File: config.mk
export PLATFORM = sky130hd
export DESIGN_NAME = cfg_stream_loader
export DESIGN_NICKNAME = d
export VERILOG_FILES = /design/src/rtl/cfgl_pkg.sv /design/src/rtl/cfgl_fifo.sv /design/src/rtl/cfgl_datapath.sv /design/src/rtl/cfgl_control.sv /design/src/rtl/cfg_stream_loader.sv
export SDC_FILE = /design/constraint.sdc
export NUM_CORES = 1
export LEC_CHECK = 0
export BUFFER_PORTS_ARGS = -buffer_cell sky130_fd_sc_hd__buf_2
export CELL_PAD_IN_SITES_DETAIL_PLACEMENT = 1
export CELL_PAD_IN_SITES_GLOBAL_PLACEMENT = 1
export CORE_AREA = 2 2 300 302
export DETAILED_ROUTE_END_ITERATION = 6
export DIE_AREA = 0 0 302 304
export GPL_ROUTABILITY_DRIVEN = 0
export PLACE_DENSITY_LB_ADDON = 0.1
export SLEW_MARGIN = 20
export SYNTH_ARGS = -nofsm -noshare
export SYNTH_HDL_FRONTEND = slang
export SYNTH_HIERARCHICAL = 1
export SYNTH_SLANG_ARGS = --single-unit
File: constraint.sdc
create_clock -name clk -period 7.6 [get_ports clk]
set_input_delay 1.52 -clock clk [delete_from_list [all_inputs] [get_ports clk]]
set_output_delay 1.52 -clock clk [all_outputs]
set_load 0.01 [all_outputs]
File: src/rtl/cfgl_pkg.sv
package cfgl_pkg;
  // Host byte offsets
  localparam logic [15:0] ADDR_CTRL   = 16'h0040;
  localparam logic [15:0] ADDR_STAT   = 16'h0044;
  localparam logic [15:0] ADDR_FSIZE  = 16'h0048;
  localparam logic [15:0] ADDR_FUSED  = 16'h004C;
  localparam logic [15:0] ADDR_TOTAL  = 16'h0050;
  localparam logic [15:0] ADDR_CUR    = 16'h0054;
  localparam logic [15:0] ADDR_WINDOW = 16'h3000;

  // Control bits
  localparam int CTRL_EN  = 0;
  localparam int CTRL_RST = 1;
  localparam int CTRL_DMA = 2;

  // Status bits
  localparam int ST_ACTIVE = 0;
  localparam int ST_OVF    = 1;
  localparam int ST_DSERR  = 2;
  localparam int ST_DONE   = 18;

  // Strobes from control to datapath
  typedef struct packed {
    logic restart;
    logic push;
    logic run;
  } dpStrobe_t;
endpackage

File: src/rtl/cfgl_fifo.sv
module cfgl_fifo #(
  parameter int WIDTH = 32,
  parameter int DEPTH = 16,
  localparam int AW = $clog2(DEPTH),
  localparam int LW = AW + 1
) (
  input  logic             clk,
  input  logic             rstN,
  input  logic             flush,
  input  logic             push,
  input  logic             pop,
  input  logic [WIDTH-1:0] wrData,
  output logic [WIDTH-1:0] rdData,
  output logic [LW-1:0]    level,
  output logic             full,
  output logic             empty
);
  logic [WIDTH-1:0] mem [DEPTH];
  logic [AW-1:0] wrPtr, rdPtr;
  logic doPush, doPop;

  assign full   = (level == LW'(DEPTH));
  assign empty  = (level == '0);
  // full is judged on the occupancy at the start of the cycle
  assign doPush = push && !full;
  assign doPop  = pop && !empty;
  assign rdData = mem[rdPtr];

  always_ff @(posedge clk or negedge rstN) begin
    if (!rstN) begin
      wrPtr <= '0;
      rdPtr <= '0;
      level <= '0;
    end else if (flush) begin
      wrPtr <= '0;
      rdPtr <= '0;
      level <= '0;
    end else begin
      if (doPush) wrPtr <= wrPtr + AW'(1);
      if (doPop)  rdPtr <= rdPtr + AW'(1);
      level <= level + LW'(doPush) - LW'(doPop);
    end
  end

  always_ff @(posedge clk) begin
    if (doPush) mem[wrPtr] <= wrData;
  end
endmodule

File: src/rtl/cfgl_datapath.sv
module cfgl_datapath
  import cfgl_pkg::*;
#(
  parameter int FIFO_WORDS = 16,
  localparam int LW = $clog2(FIFO_WORDS) + 1
) (
  input  logic          clk,
  input  logic          rstN,
  input  dpStrobe_t     strb,
  input  logic [31:0]   wordIn,
  input  logic [31:0]   totalBytes,
  input  logic          cfgReady,
  output logic [7:0]    cfgByte,
  output logic          cfgValid,
  output logic [31:0]   curBytes,
  output logic [LW-1:0] fifoLevel,
  output logic          fifoFull,
  output logic          drained
);
  localparam int BYTES_PER_WORD = 4;

  logic [31:0] holdWord, fifoOut;
  logic [2:0]  bytesLeft;
  logic        fifoEmpty, popNow;

  assign popNow = strb.run && (bytesLeft == 3'd0) && !fifoEmpty &&
                  (curBytes < totalBytes);

  cfgl_fifo #(.WIDTH(32), .DEPTH(FIFO_WORDS)) u_fifo (
    .clk    (clk),
    .rstN   (rstN),
    .flush  (strb.restart),
    .push   (strb.push),
    .pop    (popNow),
    .wrData (wordIn),
    .rdData (fifoOut),
    .level  (fifoLevel),
    .full   (fifoFull),
    .empty  (fifoEmpty)
  );

  assign cfgValid = strb.run && (bytesLeft != 3'd0);
  assign cfgByte  = holdWord[31:24];
  assign drained  = (curBytes >= totalBytes) && (bytesLeft == 3'd0);

  always_ff @(posedge clk or negedge rstN) begin
    if (!rstN) begin
      holdWord  <= '0;
      bytesLeft <= '0;
      curBytes  <= '0;
    end else if (strb.restart) begin
      holdWord  <= '0;
      bytesLeft <= '0;
      curBytes  <= '0;
    end else if (popNow) begin
      holdWord  <= fifoOut;
      bytesLeft <= 3'(BYTES_PER_WORD);
      curBytes  <= curBytes + 32'(BYTES_PER_WORD);
    end else if (cfgValid && cfgReady) begin
      holdWord  <= {holdWord[23:0], 8'h00};
      bytesLeft <= bytesLeft - 3'd1;
    end
  end
endmodule

File: src/rtl/cfgl_control.sv
module cfgl_control
  import cfgl_pkg::*;
#(
  parameter int FIFO_WORDS = 16,
  localparam int LW = $clog2(FIFO_WORDS) + 1,
  localparam int HALF = FIFO_WORDS / 2
) (
  input  logic          clk,
  input  logic          rstN,
  input  logic          busWrEn,
  input  logic          busRdEn,
  input  logic [15:0]   busAddr,
  input  logic [31:0]   busWrData,
  output logic [31:0]   busRdData,
  input  logic          cfgErrIn,
  input  logic [31:0]   curBytes,
  input  logic [LW-1:0] fifoLevel,
  input  logic          fifoFull,
  input  logic          drained,
  output dpStrobe_t     strb,
  output logic [31:0]   totalBytes,
  output logic          irq,
  output logic          dmaReq,
  output logic          cfgResetN
);
  localparam logic [31:0] FIFO_BYTES = 32'(FIFO_WORDS * 4);

  logic [2:0]  ctrlReg;
  logic        doneFlag, ovfFlag, dsErrFlag;
  logic        ctrlWr, enRise, winWr, active;
  logic        finishNow, overflowNow, dsErrNow, setIrq;
  logic [31:0] statusWord, usedBytes, rdMux;

  assign ctrlWr      = busWrEn && (busAddr == ADDR_CTRL);
  assign winWr       = busWrEn && (busAddr == ADDR_WINDOW);
  assign enRise      = ctrlWr && busWrData[CTRL_EN] && !ctrlReg[CTRL_EN];
  assign active      = ctrlReg[CTRL_EN] && !doneFlag && !ovfFlag && !dsErrFlag;
  assign finishNow   = active && drained;
  assign overflowNow = winWr && fifoFull;
  assign dsErrNow    = active && cfgErrIn;
  assign setIrq      = finishNow || dsErrNow || (overflowNow && ctrlReg[CTRL_EN]);

  assign strb.restart = enRise;
  assign strb.push    = winWr;
  assign strb.run     = active;

  assign cfgResetN = !(ctrlReg[CTRL_EN] && ctrlReg[CTRL_RST]);
  assign dmaReq    = active && ctrlReg[CTRL_DMA] && (curBytes < totalBytes) &&
                     ((LW'(FIFO_WORDS) - fifoLevel) >= LW'(HALF));

  always_ff @(posedge clk or negedge rstN) begin
    if (!rstN) begin
      ctrlReg    <= '0;
      totalBytes <= '0;
    end else begin
      if (ctrlWr) ctrlReg <= busWrData[2:0];
      if (busWrEn && (busAddr == ADDR_TOTAL)) totalBytes <= busWrData;
    end
  end

  always_ff @(posedge clk or negedge rstN) begin
    if (!rstN) begin
      doneFlag  <= 1'b0;
      ovfFlag   <= 1'b0;
      dsErrFlag <= 1'b0;
    end else if (enRise) begin
      doneFlag  <= 1'b0;
      ovfFlag   <= 1'b0;
      dsErrFlag <= 1'b0;
    end else begin
      if (finishNow)   doneFlag  <= 1'b1;
      if (overflowNow) ovfFlag   <= 1'b1;
      if (dsErrNow)    dsErrFlag <= 1'b1;
    end
  end

  // clearing enable wins over a same-cycle cause
  always_ff @(posedge clk or negedge rstN) begin
    if (!rstN)                               irq <= 1'b0;
    else if (ctrlWr && !busWrData[CTRL_EN])  irq <= 1'b0;
    else if (setIrq)                         irq <= 1'b1;
  end

  always_comb begin
    statusWord            = '0;
    statusWord[ST_ACTIVE] = active;
    statusWord[ST_OVF]    = ovfFlag;
    statusWord[ST_DSERR]  = dsErrFlag;
    statusWord[ST_DONE]   = doneFlag;
  end

  assign usedBytes = 32'({fifoLevel, 2'b00});

  always_comb begin
    unique case (busAddr)
      ADDR_CTRL:  rdMux = {29'd0, ctrlReg};
      ADDR_STAT:  rdMux = statusWord;
      ADDR_FSIZE: rdMux = FIFO_BYTES;
      ADDR_FUSED: rdMux = usedBytes;
      ADDR_TOTAL: rdMux = totalBytes;
      ADDR_CUR:   rdMux = curBytes;
      default:    rdMux = '0;
    endcase
  end

  always_ff @(posedge clk or negedge rstN) begin
    if (!rstN)        busRdData <= '0;
    else if (busRdEn) busRdData <= rdMux;
  end
endmodule

File: src/rtl/cfg_stream_loader.sv
module cfg_stream_loader
  import cfgl_pkg::*;
#(
  parameter int FIFO_WORDS = 16,
  localparam int LW = $clog2(FIFO_WORDS) + 1
) (
  input  logic        clk,
  input  logic        rstN,
  input  logic        busWrEn,
  input  logic        busRdEn,
  input  logic [15:0] busAddr,
  input  logic [31:0] busWrData,
  output logic [31:0] busRdData,
  output logic        irq,
  output logic        dmaReq,
  output logic        cfgResetN,
  output logic [7:0]  cfgByte,
  output logic        cfgValid,
  input  logic        cfgReady,
  input  logic        cfgErrIn
);
  dpStrobe_t     dpStrb;
  logic [31:0]   totalBytes, curBytes;
  logic [LW-1:0] fifoLevel;
  logic          fifoFull, drained;

  cfgl_control #(.FIFO_WORDS(FIFO_WORDS)) u_ctrl (
    .clk        (clk),
    .rstN       (rstN),
    .busWrEn    (busWrEn),
    .busRdEn    (busRdEn),
    .busAddr    (busAddr),
    .busWrData  (busWrData),
    .busRdData  (busRdData),
    .cfgErrIn   (cfgErrIn),
    .curBytes   (curBytes),
    .fifoLevel  (fifoLevel),
    .fifoFull   (fifoFull),
    .drained    (drained),
    .strb       (dpStrb),
    .totalBytes (totalBytes),
    .irq        (irq),
    .dmaReq     (dmaReq),
    .cfgResetN  (cfgResetN)
  );

  cfgl_datapath #(.FIFO_WORDS(FIFO_WORDS)) u_dp (
    .clk        (clk),
    .rstN       (rstN),
    .strb       (dpStrb),
    .wordIn     (busWrData),
    .totalBytes (totalBytes),
    .cfgReady   (cfgReady),
    .cfgByte    (cfgByte),
    .cfgValid   (cfgValid),
    .curBytes   (curBytes),
    .fifoLevel  (fifoLevel),
    .fifoFull   (fifoFull),
    .drained    (drained)
  );
endmodule

# Word-level counts from Yosys, hierarchy flattened
# Memories as Yosys holds them, arrays and structs flattened.
# Index checks and enable logic that the tools add are counted.
totals:
  ram_bits: 512
  output_inout_bits: 44
  mem_count: 1
  register_bits: 151
  wordCells: 102
  input_bits: 54
memory_table:
  columns: ["name", "words", "word_bits", "rd", "rd_ports_with_merged_regs", "wr", "line", "rtl"]
  rows:
  - ["u_dp.u_fifo.mem", 16, 32, 1, 0, 1, "cfgl_fifo.sv:18", "logic [WIDTH-1:0] mem [DEPTH];"]
op_classes:
  n_mux: 24
  reduce_logical: 46
  eq_ne: 8
  n_lt_le_gt_ge: 3
  addsub: 7
ops:
  columns: ["operator", "count"]
  rows:
  - ["32-bit one-hot mux with 6 select lines", 1]
  - ["32-bit 2-to-1 mux", 5]
  - ["16-bit by 7-bit == test with 1-bit output, second input constant", 6]
  - ["32-bit by 3-bit adder with 32-bit output, second input constant", 1]
  - ["32-bit greater-or-equal comparator", 1]
  - ["32-bit less-than comparator", 1]
  - ["1-bit logical AND", 25]
  - ["16-bit by 14-bit == test with 1-bit output, second input constant", 1]
  - ["4-bit 2-to-1 mux", 4]
  - ["2-bit nonzero test", 7]
  - ["1-bit 2-to-1 mux", 10]
  - ["3-bit 2-to-1 mux", 3]
  - ["4-bit by 1-bit adder with 4-bit output, second input constant", 2]
  - ["1-bit logical NOT", 8]
  - ["3-bit nonzero test", 2]
  - ["5-bit by 1-bit adder with 5-bit output", 1]
  - ["5-bit == test, second input constant", 1]
  - ["5-bit by 4-bit greater-or-equal comparator with 1-bit output, second input constant", 1]
  - ["5-bit logical NOT", 1]
  - ["5-bit 2-to-1 mux", 1]
  - ["5-bit by 1-bit subtractor with 5-bit output", 1]
  - ["5-bit subtractor, first input constant", 1]
  - ["3-bit logical NOT", 1]
  - ["3-bit by 1-bit subtractor with 3-bit output, second input constant", 1]
  - ["1-bit logical OR", 2]

# Logic depth before layout (Yosys ltp)
# Gate-level depths: netlist of run 1.
depth:
  word_depth: 10
  ltp_mapped: 20
  depth_no_buf: 20

# By module
# Netlist of run 1, hierarchy kept.
by_module_without_submodules:
  columns: ["mod", "cells_per_inst", "area_per_inst_um2", "seq_area_each_um2", "instances"]
  rows:
  - ["cfgl_fifo", 1025, 20477.1, 15700.1, 1]
  - ["cfgl_datapath", 489, 4371.7, 1626.6, 1]
  - ["cfgl_control", 351, 4093.9, 1776.7, 1]

# Least setup slack after synthesis of run 1
# Ideal clock, no wire load.
synth_path:
  path_kind: "input-to-reg"
  from: "input port busAddr[5]"
  to: "memory u_dp.u_fifo.mem[0][0] (enable)"
  setup_slack_ns: 2.011
  required_ns: 7.139
  arrival_time_ns: 5.128
  path_buffers: 2
  stages: 9
  setup_ns: 0.461
  path_cell_list: "nor4_4 > and2b_1 > nand4_1 > nor2_1 > buf_4 > and2_1 > clkbuf_1 > nand2_1 > nor3_1"
synth_via:
  elab_chain_cells: 5
synth_rtl:
  columns: ["element", "line", "rtl"]
  rows:
  - ["start: declaration", "cfg_stream_loader.sv:11", "input logic [15:0] busAddr,"]
  - ["16-bit by 14-bit == test with 1-bit output", "cfgl_control.sv:35", "assign winWr = busWrEn && (busAddr == ADDR_WINDOW);"]
  - ["1-bit logical AND", "cfgl_control.sv:35", null]
  - ["net u_ctrl.winWr", "cfgl_control.sv:30", "logic ctrlWr, enRise, winWr, active;"]
  - ["1-bit logical AND", "cfgl_fifo.sv:25", "assign doPush = push && !full;"]
  - ["1-bit 2-to-1 mux", "cfgl_fifo.sv:46", "if (doPush) mem[wrPtr] <= wrData;"]
  - ["1-bit 2-to-1 mux (not written as such)", "cfgl_fifo.sv:46", null]
  - ["end: declaration", "cfgl_fifo.sv:18", null]
# The timed path passes the listed nets, and every way through them passes these cells.

# Final worst setup path of run 1
layout_path:
  from: "register u_dp.u_fifo.level[2]"
  to: "register u_dp.u_fifo.level[4]"
layout_via:
  elab_chain_cells: 7
  word_cells_on_any_way: 11
  cone_classes: "add/sub: 2; eq/ne: 1; mux: 1; reduce/logical: 7"
layout_rtl:
  columns: ["element", "line", "rtl"]
  rows:
  - ["start: declaration", "cfgl_fifo.sv:14", "output logic [LW-1:0] level,"]
  - ["start signal: assignment", "cfgl_fifo.sv:41", "level <= level + LW'(doPush) - LW'(doPop);"]
  - ["5-bit logical NOT", "cfgl_fifo.sv:23", "assign empty = (level == '0);"]
  - ["net u_dp.fifoEmpty", "cfgl_datapath.sv:24", "logic fifoEmpty, popNow;"]
  - ["1-bit logical NOT", "cfgl_datapath.sv:26", "assign popNow = strb.run && (bytesLeft == 3'd0) && !fifoEmpty &&"]
  - ["1-bit logical AND (2 in series)", "cfgl_datapath.sv:26", null]
  - ["net u_dp.popNow", "cfgl_datapath.sv:24", null]
  - ["1-bit logical AND", "cfgl_fifo.sv:26", "assign doPop = pop && !empty;"]
  - ["5-bit by 1-bit subtractor with 5-bit output", "cfgl_fifo.sv:41", null]
  - ["5-bit 2-to-1 mux", "cfgl_fifo.sv:34", "end else if (flush) begin"]
# The timed path passes the listed nets, and every way through them passes these cells.
# A chain may end at the register's enable or synchronous reset.

==> results.py, run 1 <==
metrics = {
    "floorplanning": {
        "floorplan.rows": 110,
        "effective_utilization_at_floorplan_pct": 32.5,
        "top_level_ports": 98,
        "core_region_area_mm2": 0.0890,
        "die_span_y_um": 304,
        "die_area_mm2": 0.0918,
        "fp.dieW_um": 302,
    },
    "yosys": {
        "synth.cell_area_mm2": 0.0289,
        "synth_sequential_area_ratio_pct": 66.0,
        "synth.avg_cell_area_um2": 15.5,
        "postSynth.topFlopCell": "edfxtp_1",
        "synth.area.top_cells": "edfxtp_1 (53%), dfrtp_1 (13%), mux2i_1 (5.3%), mux4_2 (4.7%), ha_1 (3.2%)",
        "netlist_instances": 1865,
        "synth_most_common_cell": "edfxtp_1",
        "synth-compound-area-share_pct": 8.34,
        "distinct_cell_type_count_after_synthesis": 72,
        "synth_enable_flop_cells": 512,
        "postSynth.asyncResetShare_pct": 22.5,
        "synthDominantAreaCellType": "edfxtp_1",
        "yosys_register_bits": 661,
        "mux_share_of_post_synthesis_cell_area_pct": 12.7,
        "post_synth_and_or_nand_nor_area_fraction_pct": 5.65,
        "synth_fa_ha_area_share_pct": 3.31,
        "synth-warning-count": 6,
        "synth_xor_area_share_pct": 0.303,
        "netlist.area_leader.share_pct": 53.1,
        "combinational_family_with_the_most_area_after_synthesis": "multiplexers",
        "post_synth_most_frequent_cells": "edfxtp_1 (512), mux2i_1 (152), dfrtp_1 (149)",
    },
    "layout": {
        "area_occupied_by_multi_input_gates_mm2": 0.00890,
        "sequential_cell_area_in_the_final_layout_mm2": 0.0191,
        "count_of_nets_after_finishing": 2090,
        "layout-area-overhead-vs-synth_pct": 14.4,
        "final_design_area_no_fill_mm2": 0.0331,
        "nFillCells": 8975,
        "fraction_of_final_layout_cells_sized_beyond_drive_strength_1_pct": 19.4,
    },
    "sta": {
        "worstMarginPinSlew_ps": 1130,
        "tns_ps": 0,
        "slew_viol_final": 0,
        "timing.final.setup_violations": 0,
        "finalCritPeriodShare_pct": 61.5,
        "setup_skew_after_layout_ps": 42.4,
        "rsz_0062_raised_after_global_routing": "false",
        "fmax_ghz": 0.214,
        "worst_slew_margin_rel_pct": 24.1,
        "timing.final.hold_violations": 0,
        "final.hold.worst_slack_ps": 480,
        "timing.final.crit_period_ps": 4670,
    },
    "global_routing": {
        "grtUsageTotal_pct": 18.7,
        "antenna_found_initial": 5,
        "globalRouteOverflowTotal": 0,
        "pin_count_of_the_biggest_net_entering_global_routing": 112,
        "grt_first_pass_wirelength_um": 127000,
        "first_global_vias": 18300,
    },
    "route": {
        "routed_wl_um": 85000,
        "wl_per_cell_um": 26.6,
        "detailroute.via_count": 17000,
        "remaining_drc_errors": 0,
        "number_of_violations_reported_at_the_end_of_detailed_routing_iteration_0": 906,
        "antenna_left": 0,
        "drt-vias-per-instance": 5.33,
        "drt-pass1-iter-count": 7,
    },
    "clock_network": {
        "clk_transition_reported_paths_ps": 60,
        "post-cts-setup-buffers": 0,
        "cts_hold_buf": 0,
        "clock_sink_count": 661,
        "root_buffer": "clkbuf_16",
        "cts_tree": "done",
        "cts-htree-levels": 3,
        "postCtsResizedCells": 0,
        "clk_latency_ps": 640,
        "clock_path_buffers": 3,
        "cts-buffers-inserted": 77,
    },
    "worst_setup_path": {
        "critical_path.max_fanout": 12,
        "cp_startpoint_kind": "flop",
        "crit_path_cell_trace": "inv_1 > ha_1 > or4b_2 > inv_1 > or3b_2 > nor2_1 > o21a_1 > nand2_1 > inv_1 > nand2_1 > inv_1 > ha_1 > inv_1 > ha_1 > inv_1 > fa_1 > nor2b_1 > o21bai_1 > nand3_1 > nor3b_1",
        "critical_path.most_common_cell": "inv_1",
        "cp_arrival_ps": 5190,
        "slowest_delay_ps": 610,
        "endpoint_type_of_the_worst_setup_path": "flop",
        "required_time_of_the_critical_path_ps": 8120,
        "worst_r2r_path_depth": 20,
        "cpMaxStageDelayCell": "o21a_1",
        "criticalPathCategory": "flop to flop",
    },
    "power_and_ir_drop": {
        "ir_drop_mv": 0.161,
        "pwr_density_cell_mw_per_mm2": 232,
        "power.leakage_nw": 12.5,
    },
    "hold_path": {
        "timing.hold.worst.class": "flop to flop",
        "hold_depth": 1,
    },
    "placement": {
        "dpl-instance-area_mm2": 0.0306,
        "detailedPlacementHpwl_um": 51100,
        "buffer_ports.inserted": 97,
    },
    "run_status": {
        "outcome": "completed",
    },
    "run": {
        "maxCapViolCount": 0,
    },
}
-- power breakdown --
part	leakage (nW)	total (mW)	internal, mW	switching [mW]
logic	4.92	0.116	0.0209	0.0946
clock network	1.22	3.65	2.14	1.52
registers	6.39	3.91	3.90	0.00669
-- cells in the final DEF, fill, tap and decap left out, types with 7 or more instances in the layout --
master       n
buf_4       35
nor3_1      46
o21ai_0     42
ha_1        75
mux2_2      24
nand4_1     20
clkbuf_16   80
edfxtp_1   512
inv_1       85
nor2_4      12
and3_1      11
nor2b_1     20
nand3_1     30
a211oi_1    25
a22oi_1     63
or4_1        8
a21o_1       8
buf_2       96
clkinv_2    15
dfrtp_1    146
nor4_1       7
o211ai_1    10
mux4_2      60
a221oi_1    65
mux2i_1    152
o31ai_1      9
o2bb2ai_1   25
nand2_1     70
mux2_4      28
clkinv_1    14
a21oi_1     52
clkbuf_1    18
nor2_1      47
-- worst max-delay path, delay by kind of cell, from the launching register on --
family	cells	cell delay, ps
adder cells (fa/ha/maj)	4	960
AO/OA/AOI/OAI	2	710
buffers and inverters	6	630
flip-flops	1	420
AND/OR/NAND/NOR	8	1820
-- worst paths after layout --
kind | start | end | slack [ps]
worst max-delay path | u_dp/u_fifo/level[2]$_DFF_PN0_ | u_dp/u_fifo/level[4]$_DFF_PN0_ | 2930
worst min-delay path | u_ctrl/busRdData[19]$_DFFE_PN0P_ | u_ctrl/busRdData[19]$_DFFE_PN0P_ | 480
worst max register to register | u_dp/u_fifo/level[2]$_DFF_PN0_ | u_dp/u_fifo/level[4]$_DFF_PN0_ | 2930
worst min register to register | u_ctrl/busRdData[19]$_DFFE_PN0P_ | u_ctrl/busRdData[19]$_DFFE_PN0P_ | 480
max in group asynchronous | rstN | u_ctrl/totalBytes[27]$_DFFE_PN0P_ | 5360
min in group asynchronous | rstN | u_ctrl/busRdData[13]$_DFFE_PN0P_ | 950
-- per-layer routing --
layer	up-vias	wire [um]	global-route usage, %
met3	86	2750	2.40
met1	9137	38200	25.4
met2	279	42700	32.0
met4	2	1370	4.11
li1	7535	-	-
met5	-	10	0
-- flip-flops by register name, indices dropped and copies added, names as in the netlist, 4 cells and up --
name / flops
u_dp/holdWord: 32
u_ctrl/busRdData: 32
u_dp/u_fifo/wrPtr: 4
u_dp/curBytes: 30
u_dp/u_fifo/level: 5
u_dp/u_fifo/mem: 512
u_dp/u_fifo/rdPtr: 4
u_ctrl/totalBytes: 32
-- final cells by class --
cell class	instances	area share, %
Inverter	86	0.975
Antenna cell	1	0.00756
Tap cell	1176	4.44
Clock buffer	101	6.38
Clock inverter	40	1.16
Sequential cell	661	57.7
Timing Repair Buffer	134	2.42
Multi-Input combinational cell	1000	26.9
-- logic make-up after synthesis --
group,Yosys count
mux,268
buf+inv,205
compound gates,335
simple gates,309
other cells,1
fa+ha+maj,76
flops,661
xor+xnor,10
-- per-stage QoR --
| step | cells | util, % | power (mW) | setup slack, ps |
|---|---|---|---|---|
| CTS | 3197 | 37.1 | 7.79 | 2950 |
| finish | 3199 | 37.2 | 7.68 | 2930 |
| global placement | 3056 | 34.3 | 4.10 | 2760 |
| global route | 3198 | 37.2 | 7.93 | 2700 |
| detailed placement | 3056 | 34.3 | 4.10 | 2620 |
| floorplan | 1866 | - | 4.00 | 2010 |
(Power assumes the default switching activity.)
==> run 2: changes to the inputs <==
==> constraint.sdc (replaced) <==
create_clock -name clk -period 4.9 [get_ports clk]
set_input_delay 0.98 -clock clk [delete_from_list [all_inputs] [get_ports clk]]
set_output_delay 0.98 -clock clk [all_outputs]
set_load 0.01 [all_outputs]
==> run 2 against run 1 <==
Effect of this change: cell count grew 0.88%; setup slack worse by 2100 ps; design area grew 1.1%; combinational power is 61% higher; register-to-register slack lost 2100 ps; fmax grew 13%; clock-buffer cell count increased by 1; non-clock buffer count up 23; clock skew decreased by 14 ps; wire length rose by 2.1%; via count barely moved; clock power rose by 58%; largest cell class unchanged.
==> results.py, run 2 (same netlist as run 1, synthesis figures left out) <==
metrics = {
    "sta": {
        "slew_viol_final": 0,
        "worst_slew_margin_rel_pct": 29.2,
        "finalCritPeriodShare_pct": 84.0,
        "final.hold.worst_slack_ps": 445,
        "worstMarginPinSlew_ps": 1060,
        "setup_skew_after_layout_ps": 28.5,
        "timing.final.setup_violations": 0,
        "tns_ps": 0,
        "rsz_0062_raised_after_global_routing": "false",
        "fmax_ghz": 0.243,
        "timing.final.crit_period_ps": 4120,
        "timing.final.hold_violations": 0,
    },
    "worst_setup_path": {
        "worst_r2r_path_depth": 20,
        "critical_path.most_common_cell": "inv_1",
        "crit_path_cell_trace": "inv_1 > ha_1 > or4b_2 > inv_1 > or3b_2 > nor2_1 > o21a_1 > nand2_1 > inv_1 > nand2_1 > inv_1 > ha_1 > inv_1 > ha_1 > inv_1 > fa_1 > nor2b_1 > o21bai_1 > nand3_1 > nor3b_1",
        "timing.critical_path.buf_inv": 6,
        "cpMaxStageDelayCell": "or3b_2",
        "slowest_delay_ps": 490,
        "critical_path.max_fanout": 8,
        "worstReg2RegStart": "u_dp/u_fifo/level[2]$_DFF_PN0_",
        "crit_path_cell_count": 20,
        "startpoint": "u_dp/u_fifo/level[2]$_DFF_PN0_",
        "criticalPathCategory": "flop to flop",
        "path_delay_family": "simple AND/OR/NAND/NOR gates",
        "endpoint_type_of_the_worst_setup_path": "flop",
        "required_time_of_the_critical_path_ps": 5450,
        "cp_startpoint_kind": "flop",
        "cp_arrival_ps": 4670,
    },
    "floorplanning": {
        "die_area_mm2": 0.0918,
        "floorplan.rows": 110,
        "die_span_y_um": 304,
        "fp.dieW_um": 302,
        "top_level_ports": 98,
        "core_region_area_mm2": 0.0890,
        "effective_utilization_at_floorplan_pct": 32.5,
    },
    "route": {
        "detailroute.via_count": 17000,
        "antenna_left": 0,
        "drt-pass1-iter-count": 5,
        "number_of_violations_reported_at_the_end_of_detailed_routing_iteration_0": 1038,
        "routed_wl_um": 86800,
        "wl_per_cell_um": 26.9,
        "remaining_drc_errors": 0,
        "drt-vias-per-instance": 5.28,
    },
    "layout": {
        "largest_register_ffs": 512,
        "stdcell_count": 3227,
        "regMostFlops": "u_dp/u_fifo/mem",
        "count_of_nets_after_finishing": 2115,
        "most_frequent_standard_cell_in_the_layout_excluding_fill_and_tap_cells": "edfxtp_1",
        "fraction_of_final_layout_cells_sized_beyond_drive_strength_1_pct": 20.6,
        "final_design_area_no_fill_mm2": 0.0335,
        "layout-area-overhead-vs-synth_pct": 15.6,
        "most_used_cells_in_the_layout_excluding_fill_and_tap_cells": "edfxtp_1 (512), mux2i_1 (152), dfrtp_1 (146), buf_2 (96), inv_1 (85)",
    },
    "clock_network": {
        "clk_transition_reported_paths_ps": 60,
        "clk_latency_ps": 640,
        "cts_tree": "done",
        "cts-buffers-inserted": 79,
        "postCtsResizedCells": 0,
        "root_buffer": "clkbuf_16",
        "clock_sink_count": 661,
        "cts_hold_buf": 0,
        "cts-htree-levels": 3,
        "post-cts-setup-buffers": 0,
        "clock_path_buffers": 3,
    },
    "power_and_ir_drop": {
        "pwr_density_cell_mw_per_mm2": 359,
        "ir_drop_mv": 0.278,
        "power.leakage_nw": 12.7,
    },
    "global_routing": {
        "grtUsageTotal_pct": 19.1,
        "grt_first_pass_wirelength_um": 128000,
        "antenna_found_initial": 5,
        "pin_count_of_the_biggest_net_entering_global_routing": 89,
        "first_global_vias": 18200,
        "globalRouteOverflowTotal": 0,
    },
    "placement": {
        "dpl-instance-area_mm2": 0.0309,
        "detailedPlacementHpwl_um": 54900,
        "buffer_ports.inserted": 97,
        "post-place-cells": 3080,
    },
    "run": {
        "maxCapViolCount": 0,
    },
    "hold_path": {
        "timing.hold.worst.class": "input port to asynchronous set/reset pin",
    },
    "run_status": {
        "outcome": "completed",
    },
}
run 2: cell count changes in the layout (fill, tap and decap cells not counted), sizes merged:
| cell | delta |
|---|---|
| inv | +3 |
| clkbuf | +1 |
| diode | +2 |
| clkinv | -1 |
| buf | +23 |
run 2: power by group:
part	switching, mW	leakage (nW)	internal (mW)
Sequential	0.00754	6.39	6.05
Clock	2.40	1.25	3.37
Combinational	0.156	5.05	0.0307
Total	2.57	12.7	9.45
run 2: path summary, 6_finish.rpt:
kind,end,slack [ps]
worst min register to register,u_ctrl/busRdData[12]$_DFFE_PN0P_,480
worst max-delay path,u_dp/u_fifo/level[4]$_DFF_PN0_,780
worst min-delay path,u_ctrl/busRdData[11]$_DFFE_PN0P_,450
min in group clk,u_ctrl/busRdData[12]$_DFFE_PN0P_,480
worst max register to register,u_dp/u_fifo/level[4]$_DFF_PN0_,780
max in group asynchronous,u_dp/u_fifo/rdPtr[0]$_DFFE_PN0P_,3370
run 2: metrics by stage:
step | utilization (%) | setup WS (ps) | total power, mW
after floorplan | - | 116 | 6.20
after global placement | 34.7 | 733 | 6.36
after detailed placement | 34.7 | 718 | 6.37
after CTS | 37.6 | 693 | 12.2
after global routing | 37.6 | 489 | 12.4
final | 37.6 | 782 | 12.0
run 2: cell type report:
| class | instances | area, um^2 |
|---|---|---|
| diodes | 3 | 7.51 |
| clock buffers | 102 | 2130 |
| clock inverters | 42 | 434 |
| fillers | 8929 | 55600 |
| inverters | 86 | 323 |
| multi-input cells | 1000 | 8930 |
| flip-flops and latches | 661 | 19100 |
| well taps | 1176 | 1470 |
| repair buffers | 157 | 1050 |
run 2: per-layer routing:
metal / share of wire, % / GRT usage (%)
met2: 48 / 31.0
met4: 2.6 / 5.56
met5: 0 / 0
met3: 3.3 / 2.88
met1: 46 / 26.5
==> run 3: changes to the inputs <==
--- a/config.mk
+++ b/config.mk
@@ -5,12 +5,13 @@
 export SDC_FILE = /design/constraint.sdc
 export NUM_CORES = 1
 export LEC_CHECK = 0
+export ABC_AREA = 1
 export BUFFER_PORTS_ARGS = -buffer_cell sky130_fd_sc_hd__buf_2
 export CELL_PAD_IN_SITES_DETAIL_PLACEMENT = 1
 export CELL_PAD_IN_SITES_GLOBAL_PLACEMENT = 1
-export CORE_AREA = 2 2 300 302
+export CORE_AREA = 2 2 313 315
 export DETAILED_ROUTE_END_ITERATION = 6
-export DIE_AREA = 0 0 302 304
+export DIE_AREA = 0 0 315 317
 export GPL_ROUTABILITY_DRIVEN = 0
 export PLACE_DENSITY_LB_ADDON = 0.1
 export SLEW_MARGIN = 20
==> constraint.sdc (replaced) <==
create_clock -name clk -period 3.4 [get_ports clk]
set_input_delay 0.68 -clock clk [delete_from_list [all_inputs] [get_ports clk]]
set_output_delay 0.68 -clock clk [all_outputs]
set_load 0.01 [all_outputs]
==> run 3 against run 2 <==
Effect of this change: total power rose by 42%; critical path type is now flop to primary output; cell count is 48% higher; setup slack lost 630 ps; wire length increased by 17%; sequential share of layout area decreased by 4.8 points; via count rose by 34%; utilization is 0.40 points higher; global-route usage increased by 1.6 points; worst hold slack got worse by 380 ps; design area is 9.3% higher; synthesized cell count rose by 77%.
==> results.py, run 3 <==
metrics = {
    "power_and_ir_drop": {
        "ir_drop_mv": 0.346,
        "pwr_density_cell_mw_per_mm2": 467,
        "clkPwrFrac_pct": 47.5,
        "switching_fraction_of_total_power_pct": 21.5,
        "p_switching_mw": 3.67,
        "share_seq_of_total_power_pct": 51.0,
        "p_total_mw": 17.1,
        "share_comb_of_total_power_pct": 1.5,
        "internal_power_mw": 13.4,
        "power.leakage_nw": 15.6,
    },
    "yosys": {
        "synthDominantAreaCellType": "edfxtp_1",
        "distinct_cell_type_count_after_synthesis": 47,
        "postSynth.asyncResetShare_pct": 22.5,
        "synth_sequential_area_ratio_pct": 60.4,
        "netlist_instances": 3302,
        "yosys_register_bits": 661,
        "synth_most_common_cell": "nand2_1",
        "synth.cell_area_mm2": 0.0316,
        "post_synth_most_frequent_cells": "nand2_1 (1272), edfxtp_1 (512), inv_1 (346)",
        "netlist.area_leader.share_pct": 48.6,
        "synth.area.top_cells": "edfxtp_1 (49%), nand2_1 (15%), dfrtp_1 (12%), inv_1 (4.1%), nor2_1 (3.4%)",
        "synth_enable_flop_cells": 512,
        "synth-warning-count": 6,
        "synth.avg_cell_area_um2": 9.57,
        "postSynth.topFlopCell": "edfxtp_1",
    },
    "worst_setup_path": {
        "cpMaxStageDelayCell": "dfrtp_1",
        "required_time_of_the_critical_path_ps": 2720,
        "path_delay_family": "compound AO/OA/AOI/OAI gates",
        "crit_path_cell_trace": "buf_4 > ha_1 > a21oi_1 > o21ai_0 > a21oi_1 > nand2_2 > nand2_1 > nand2_2 > a21oi_2 > buf_2",
        "cp_arrival_ps": 2570,
        "cp_startpoint_kind": "flop",
        "worst_r2r_path_depth": 19,
        "endpoint_type_of_the_worst_setup_path": "primary output",
        "regToRegEndpoint": "u_dp/u_fifo/level[4]$_DFF_PN0_",
        "criticalPathCategory": "flop to primary output",
        "critical_path.max_fanout": 5,
        "timing.critical_path.buf_inv": 2,
        "regToRegSetupSlack_ps": 160,
        "slowest_delay_ps": 380,
        "worstReg2RegStart": "u_ctrl/totalBytes[30]$_DFFE_PN0P_",
    },
    "layout": {
        "regMostFlops": "u_dp/u_fifo/mem",
        "stdcell_count": 4778,
        "finalCoreUtilization_pct": 38.0,
        "most_used_cells_in_the_layout_excluding_fill_and_tap_cells": "nand2_1 (1267), edfxtp_1 (512), inv_1 (342), nor2_1 (268), nand3_1 (178)",
        "count_of_nets_after_finishing": 3565,
        "most_frequent_standard_cell_in_the_layout_excluding_fill_and_tap_cells": "nand2_1",
        "fraction_of_final_layout_cells_sized_beyond_drive_strength_1_pct": 13.2,
        "layout-area-overhead-vs-synth_pct": 15.7,
        "largest_register_ffs": 512,
    },
    "floorplanning": {
        "effective_utilization_at_floorplan_pct": 32.8,
        "fp.dieW_um": 315,
        "die_span_y_um": 317,
        "core_region_area_mm2": 0.0963,
        "die_area_mm2": 0.0999,
        "top_level_ports": 98,
        "floorplan.rows": 114,
    },
    "sta": {
        "timing.final.crit_period_ps": 3250,
        "timing.final.setup_violations": 0,
        "finalCritPeriodShare_pct": 95.5,
        "tns_ps": 0,
        "slew_viol_final": 0,
        "worst_slew_margin_rel_pct": 33.4,
        "worstMarginPinSlew_ps": 998,
        "timing.final.hold_violations": 0,
        "setup_ws_ps": 153,
        "fmax_ghz": 0.308,
        "setup_skew_after_layout_ps": 33.0,
    },
    "clock_network": {
        "clk_latency_ps": 650,
        "cts_tree": "done",
        "clk_transition_reported_paths_ps": 60,
        "clock_path_buffers": 3,
        "cts_hold_buf": 0,
        "cts-buffers-inserted": 80,
        "clock_sink_count": 661,
        "cts-htree-levels": 3,
        "root_buffer": "clkbuf_16",
    },
    "placement": {
        "post-place-cells": 4626,
        "buffer_ports.inserted": 97,
        "detailedPlacementHpwl_um": 66300,
        "post-place-ws_ps": 77.0,
    },
    "global_routing": {
        "grt_first_pass_wirelength_um": 154000,
        "antenna_found_initial": 1,
        "grtUsageTotal_pct": 20.7,
        "globalRouteOverflowTotal": 0,
        "first_global_vias": 24200,
        "pin_count_of_the_biggest_net_entering_global_routing": 118,
    },
    "route": {
        "wl_per_cell_um": 21.3,
        "remaining_drc_errors": 0,
        "drt-pass1-iter-count": 4,
        "antenna_left": 0,
        "drt-vias-per-instance": 4.76,
        "number_of_violations_reported_at_the_end_of_detailed_routing_iteration_0": 1177,
        "routed_wl_um": 102000,
        "detailroute.via_count": 22700,
    },
    "hold_path": {
        "timing.hold.worst.class": "input port to asynchronous set/reset pin",
    },
    "run_status": {
        "outcome": "completed",
    },
    "run": {
        "maxCapViolCount": 0,
    },
}
-- run 3: routing by layer --
| metal | global-route usage, % | share of wire (%) | wire length (um) | up-vias |
|---|---|---|---|---|
| met5 | 0 | 0 | 0 | - |
| met4 | 6.46 | 2.6 | 2650 | 0 |
| met3 | 2.64 | 2.8 | 2830 | 119 |
| met2 | 35.1 | 48 | 49300 | 284 |
| met1 | 27.5 | 46 | 47100 | 11500 |
| li1 | - | - | - | 10900 |
-- run 3: kinds of logic after synthesis --
family	after synthesis	synth area share, %
AO/OA/AOI/OAI	113	1.95
XOR/XNOR	31	0.859
adder cells (fa/ha/maj)	76	3.03
buffers and inverters	504	7.25
flip-flops	661	60.4
multiplexers	29	1.32
other	1	0.0119
AND/OR/NAND/NOR	1887	25.2
-- run 3: worst max-delay path by stage --
stage,from,endpoint,cells after the start
after floorplan,busAddr[3],u_dp/u_fifo/mem[0][0]$_DFFE_PP_,8
after global placement,u_ctrl/totalBytes[15]$_DFFE_PN0P_,u_dp/u_fifo/level[4]$_DFF_PN0_,21
after detailed placement,u_ctrl/totalBytes[30]$_DFFE_PN0P_,u_dp/u_fifo/level[4]$_DFF_PN0_,19
after CTS,u_ctrl/totalBytes[5]$_DFFE_PN0P_,dmaReq,12
after global routing,u_ctrl/totalBytes[30]$_DFFE_PN0P_,u_dp/u_fifo/level[4]$_DFF_PN0_,20
final,u_dp/curBytes[9]$_DFFE_PN0P_,dmaReq,10
-- run 3: area by class of cell --
class / count / area (um^2)
Tap cell: 1276 / 1600
Clock buffer: 109 / 2140
Inverter: 353 / 1330
Multi-Input combinational cell: 2138 / 10400
Antenna cell: 2 / 5.00
Fill cell: 10900 / 59700
Timing Repair Buffer: 201 / 1640
Sequential cell: 661 / 19100
Clock inverter: 38 / 307
-- run 3: per-stage QoR --
| stage | hold slack, ps | area, um^2 |
|---|---|---|
| after floorplan | 384 | 31600 |
| after global placement | 459 | 34000 |
| after detailed placement | 460 | 34000 |
| after CTS | 70.8 | 36500 |
| after global routing | 111 | 36600 |
| final | 64.4 | 36600 |
-- run 3: power groups by stage --
stage,Sequential (mW),Combinational [mW],Clock [mW]
3_3_place_gp,8.88,0.258,0
6_report,8.72,0.249,8.11
3_5_place_dp,8.88,0.264,0
2_1_floorplan,8.88,0.0264,0
5_1_grt,8.71,0.278,8.68
4_1_cts,8.72,0.264,8.38
-- run 3: timing repair --
action	4_1_cts	5_1_grt
pin swaps	5	10
setup endpoints to repair	1	5
endpoints found under the hold margin	0	0
buffers inserted	1	2
resized for setup	6	13
